[config.mk]
export PLATFORM = sky130hd
export DESIGN_NAME = card_clk_div
export DESIGN_NICKNAME = d
export VERILOG_FILES = /design/src/rtl/cdiv_pkg.sv /design/src/rtl/cdiv_ratio_dec.sv /design/src/rtl/cdiv_run_gate.sv /design/src/rtl/cdiv_phase_gen.sv /design/src/rtl/card_clk_div.sv
export SDC_FILE = /design/constraint.sdc
export NUM_CORES = 1
export LEC_CHECK = 0
export BUFFER_PORTS_ARGS = -buffer_cell sky130_fd_sc_hd__buf_2
export CAP_MARGIN = 20
export CORE_ASPECT_RATIO = 0.9
export CORE_MARGIN = 5
export CORE_UTILIZATION = 50
export DETAILED_ROUTE_END_ITERATION = 12
export GPL_ROUTABILITY_DRIVEN = 0
export GPL_TIMING_DRIVEN = 1
export PLACE_DENSITY = 0.69
export SLEW_MARGIN = 20
export SYNTH_ARGS = -nofsm -noshare
export SYNTH_HDL_FRONTEND = slang
export SYNTH_HIERARCHICAL = 1
export SYNTH_SLANG_ARGS = --single-unit
[constraint.sdc]
create_clock -name clk -period 3.2 [get_ports clk]
set_input_delay 0.16 -clock clk [delete_from_list [all_inputs] [get_ports clk]]
set_output_delay 0.16 -clock clk [all_outputs]
set_load 0.005 [all_outputs]
[src/rtl/cdiv_pkg.sv]
package cdiv_pkg;

  // Half-period length in host cycles for an isolated one-hot select value.
  // An empty select means divide by two, so one host cycle per phase.
  function automatic logic [31:0] half_count(input logic [31:0] lowest);
    if (lowest == 32'd0) return 32'd1;
    return lowest << 1;
  endfunction

  // The clock may start a new period only when enabled and not parked by power save.
  function automatic logic run_allowed(input logic en, input logic pwr_save, input logic idle);
    return en & ~(pwr_save & idle);
  endfunction

endpackage

[src/rtl/cdiv_ratio_dec.sv]
module cdiv_ratio_dec #(
  parameter int SEL_W  = 8,
  parameter int HALF_W = SEL_W + 1
) (
  input  logic [SEL_W-1:0]  sel,
  output logic [SEL_W-1:0]  lowest,
  output logic [HALF_W-1:0] half
);
  // below[k] is set when any select bit under position k is set
  logic [SEL_W:0] below;
  logic [31:0]    half_full;

  assign below[0] = 1'b0;

  for (genvar k = 0; k < SEL_W; k++) begin : g_pick
    assign lowest[k]  = sel[k] & ~below[k];
    assign below[k+1] = below[k] | sel[k];
  end

  assign half_full = cdiv_pkg::half_count(32'(lowest));
  assign half      = half_full[HALF_W-1:0];

endmodule

[src/rtl/cdiv_run_gate.sv]
module cdiv_run_gate (
  input  logic en,
  input  logic pwr_save,
  input  logic idle,
  output logic run
);
  assign run = cdiv_pkg::run_allowed(en, pwr_save, idle);
endmodule

[src/rtl/cdiv_phase_gen.sv]
module cdiv_phase_gen #(
  parameter int HALF_W = 9
) (
  input  logic              clk,
  input  logic              rst_n,
  input  logic              run,
  input  logic [HALF_W-1:0] new_half,
  output logic              card_clk,
  output logic              card_rise,
  output logic              boundary
);
  logic [HALF_W-1:0] cnt_q;
  logic [HALF_W-1:0] act_half_q;
  logic [HALF_W-1:0] last;
  logic              clk_q;
  logic              rise_q;
  logic              park_q;
  logic              phase_end;
  logic [HALF_W-1:0] hi_len_q;

  assign last      = act_half_q - 1'b1;
  assign phase_end = (cnt_q == last);
  // A low phase has ended, or the clock is parked: new settings may load here.
  assign boundary  = ~clk_q & (park_q | phase_end);

  always_ff @(posedge clk) begin
    if (!rst_n) begin
      clk_q      <= 1'b0;
      rise_q     <= 1'b0;
      park_q     <= 1'b1;
      cnt_q      <= '0;
      act_half_q <= HALF_W'(1);
    end else begin
      rise_q <= 1'b0;
      if (clk_q) begin
        if (phase_end) begin
          clk_q <= 1'b0;
          cnt_q <= '0;
        end else begin
          cnt_q <= cnt_q + 1'b1;
        end
      end else if (boundary) begin
        if (run) begin
          clk_q      <= 1'b1;
          rise_q     <= 1'b1;
          park_q     <= 1'b0;
          cnt_q      <= '0;
          act_half_q <= new_half;
        end else begin
          park_q <= 1'b1;
        end
      end else begin
        cnt_q <= cnt_q + 1'b1;
      end
    end
  end

  // Width of the current high phase, kept for the width assertion.
  always_ff @(posedge clk) begin
    if (!rst_n) begin
      hi_len_q <= '0;
    end else if (boundary && run) begin
      hi_len_q <= HALF_W'(1);
    end else if (clk_q && !phase_end) begin
      hi_len_q <= hi_len_q + 1'b1;
    end
  end

  assign card_clk  = clk_q;
  assign card_rise = rise_q;

  AST_RISE_IS_STROBED: assert property (@(posedge clk) disable iff (!rst_n)
    $rose(clk_q) |-> rise_q);
  AST_STROBE_ON_RISE: assert property (@(posedge clk) disable iff (!rst_n)
    rise_q |-> (clk_q && !$past(clk_q)));
  AST_HIGH_WIDTH: assert property (@(posedge clk) disable iff (!rst_n)
    $fell(clk_q) |-> (hi_len_q == act_half_q));
  AST_RATIO_HELD_HIGH: assert property (@(posedge clk) disable iff (!rst_n)
    (clk_q && $past(clk_q)) |-> $stable(act_half_q));
  AST_RISE_NEEDS_RUN: assert property (@(posedge clk) disable iff (!rst_n)
    $rose(clk_q) |-> $past(run));

endmodule

[src/rtl/card_clk_div.sv]
module card_clk_div #(
  parameter int SEL_W = 8
) (
  input  logic               clk,
  input  logic               rst_n,
  input  logic [SEL_W+1:0]   ctrl,
  input  logic               eng_idle,
  output logic               card_clk,
  output logic               card_rise
);
  localparam int HALF_W = SEL_W + 1;
  localparam int EN_BIT = SEL_W;
  localparam int PS_BIT = SEL_W + 1;

  logic [SEL_W-1:0]  sel;
  logic [SEL_W-1:0]  sel_lowest;
  logic [HALF_W-1:0] sel_half;
  logic              run;
  logic              boundary;

  assign sel = ctrl[SEL_W-1:0];

  cdiv_ratio_dec #(.SEL_W(SEL_W), .HALF_W(HALF_W)) u_dec (
    .sel    (sel),
    .lowest (sel_lowest),
    .half   (sel_half)
  );

  cdiv_run_gate u_gate (
    .en       (ctrl[EN_BIT]),
    .pwr_save (ctrl[PS_BIT]),
    .idle     (eng_idle),
    .run      (run)
  );

  cdiv_phase_gen #(.HALF_W(HALF_W)) u_gen (
    .clk       (clk),
    .rst_n     (rst_n),
    .run       (run),
    .new_half  (sel_half),
    .card_clk  (card_clk),
    .card_rise (card_rise),
    .boundary  (boundary)
  );

  AST_SEL_ONEHOT: assert property (@(posedge clk) disable iff (!rst_n)
    $onehot0(sel_lowest));
  AST_SEL_PICKS_SET_BIT: assert property (@(posedge clk) disable iff (!rst_n)
    (|sel) |-> ((sel_lowest & sel) != '0));
  AST_PARK_STAYS_LOW: assert property (@(posedge clk) disable iff (!rst_n)
    (boundary && !run) |=> !card_clk);

endmodule

==> results.md <==
* Crit end category: register
* Sw Pwr at 0.000342 W
* Remaining Overflow, GRT at 0
* DIE AREA at 3920 sq um
* Mapped Nets at 180
* CTS Buffer Depth at 2
* Internal Pwr Total at 0.000511 W
* Tmin final at roughly 2.7 ns
* Layout cells sized above 1 at 0.149
* Number of DRC markers in iteration 0 at 67
* Worst IR Drop VDD at 0.429 mV
* Worst-path clk slew at 0.11 ns
* Core ar. at roughly 2700 sq um
* # Post-CTS Setup Buffers at 0
* Post-Route WL at 2880 um
* Max-Cap Viols at 0
* Unrepaired setup endpoints after global routing: no
* Syn_area_per_cell at 8.39 sq um
* Area grow syn2layout at 6.51%
* DRC Markers at 0
* Relative slew slack at 0.580
* Largest net degree at the start of global routing at 26
* Die Wd at 65.5 um
* Vias per cell at between 5 and 6
* Clk network pwr share at 0.148
* Pre-Repair DR Iteration Count at 4
* Leak Pwr at 0.527 nW
* First-pass GRT wire length at 4820 um
* Switching Share at 0.401
* CTS tree: yes
* ANT nets after route at 0
* N_diodes at 0
* Sequential power share at 0.390
* Clk_skew at 0.00420 ns
* Crit path launch type: register
* Worst hold path class: primary input to register
* Design Area, Final at roughly 1500 sq um
* Final period util at 0.852
* Routed wire per std cell at 14.1 um
* DP HPWL at 2180 um
* Clock sinks at 21
* Max-slew violations at 0
* Worst-Skew Late Latency at 0.30 ns
* Combinational power share at 0.462
* Crit path DAT at 2.96 ns
* H-tree Lvls at 1
* Fmax at roughly 370 MHz
* Fin Setup TNS at 0 ns
* # nets final at 191
* Post-synthesis cell count at 165
* GRT Util Overall at 0.156
* Port bufs at 14
* Row cnt at 18
* Worst-path maximum fanout at 11
* Vias at 1,210
* Hold buffer count at cts at 0
* Pwr dens at between 500 and 600 nW/um^2
* Die height at 59.9 um
* Io pins at 15
* Critical path class: register to register
* Root buf cell: clkbuf_4
* Vias in the first global route at 1,126
* Mapped Area at roughly 1400 sq um
* CTS buffer count at 3
* Initial antenna violation count at 0
* Final setup viols at 0
* Worst Tran Pin Value at 0.625 ns
* Syn. warnings at 6
* Critical Path RT at 3.44 ns
* Starting Density at 0.512
* Hold_ws at 0.145 ns
* Run status: finished, final reports clean
* Placed cell area at 1450 sq um
* Final Power at 0.000853 W
* Hold Vio Cnt, Final at 0
* Resize count post-CTS at 0
-- final cells by class --
type                            instances  area, sq um
Timing Repair Buffer                   14         70.1
Inverter                               13         48.8
Clock buffer                            4         26.3
Tap cell                               30         37.5
Multi-Input combinational cell        123          871
Fill cell                             273         1230
Sequential cell                        21          420
-- worst paths after layout --
path,start,to,slack [ns],cells after the start
max,u_gen/act_half_q[0]$_SDFFE_PN1P_,u_gen/act_half_q[3]$_SDFFE_PN0P_,0.47,8
min,ctrl[0],u_gen/act_half_q[1]$_SDFFE_PN0P_,0.14,3
max reg2reg,u_gen/act_half_q[0]$_SDFFE_PN1P_,u_gen/act_half_q[3]$_SDFFE_PN0P_,0.47,8
min reg2reg,u_gen/act_half_q[8]$_SDFFE_PN0P_,u_gen/act_half_q[8]$_SDFFE_PN0P_,0.49,2
-- cell usage in the layout (no fill, tap or decap), drive strengths merged, types with 4 or more instances in the layout --
cell type,instances
buf,14
clkbuf,4
dfxtp,21
inv,13
mux2i,9
nand2,20
nor2,8
nor2b,4
nor4,7
o21ai,6
o32ai,9
or4,4
xnor2,12
xor2,5
-- sequential cells by signal, indices dropped and copies added (netlist names) --
| register | cells |
|---|---|
| u_gen/card_clk | 1 |
| u_gen/cnt_q | 9 |
| u_gen/card_rise | 1 |
| u_gen/park_q | 1 |
| u_gen/act_half_q | 9 |
-- critical path: stages, from the launching register on --
cell	delay (ns)
dfxtp_1	0.38
inv_1	0.08
ha_1	0.18
nor3b_2	0.30
a21oi_1	0.13
or4_1	0.51
nand4b_2	0.25
o21ai_2	0.57
mux2i_1	0.26
-- through the flow --
stage / util / setup WS, ns / instances
2_1_floorplan: - / 0.904 / 165
3_3_place_gp: 0.536 / 0.582 / 201
3_5_place_dp: 0.536 / 0.500 / 201
4_1_cts: 0.545 / 0.453 / 205
5_1_grt: 0.545 / 0.253 / 205
6_report: 0.545 / 0.475 / 205
-- power groups by stage --
stage	clock network (W)	logic [W]	registers (W)
floorplan	0	0.000328	0.000331
global placement	0	0.000380	0.000339
global route	0.000143	0.000438	0.000339
CTS	0.000135	0.000392	0.000334
finish	0.000126	0.000394	0.000333
detailed placement	0	0.000387	0.000340
-- routing by layer --
layer	share of wire	GRT usage	wire length, um	vias to the layer above
met5	0	0	0	-
met4	0.0045	0.0325	13	0
met3	0.066	0.0564	189	2
met2	0.47	0.255	1360	32
met1	0.46	0.197	1320	557
li1	-	-	-	619
Note: power is estimated with default switching activity, not from simulation.
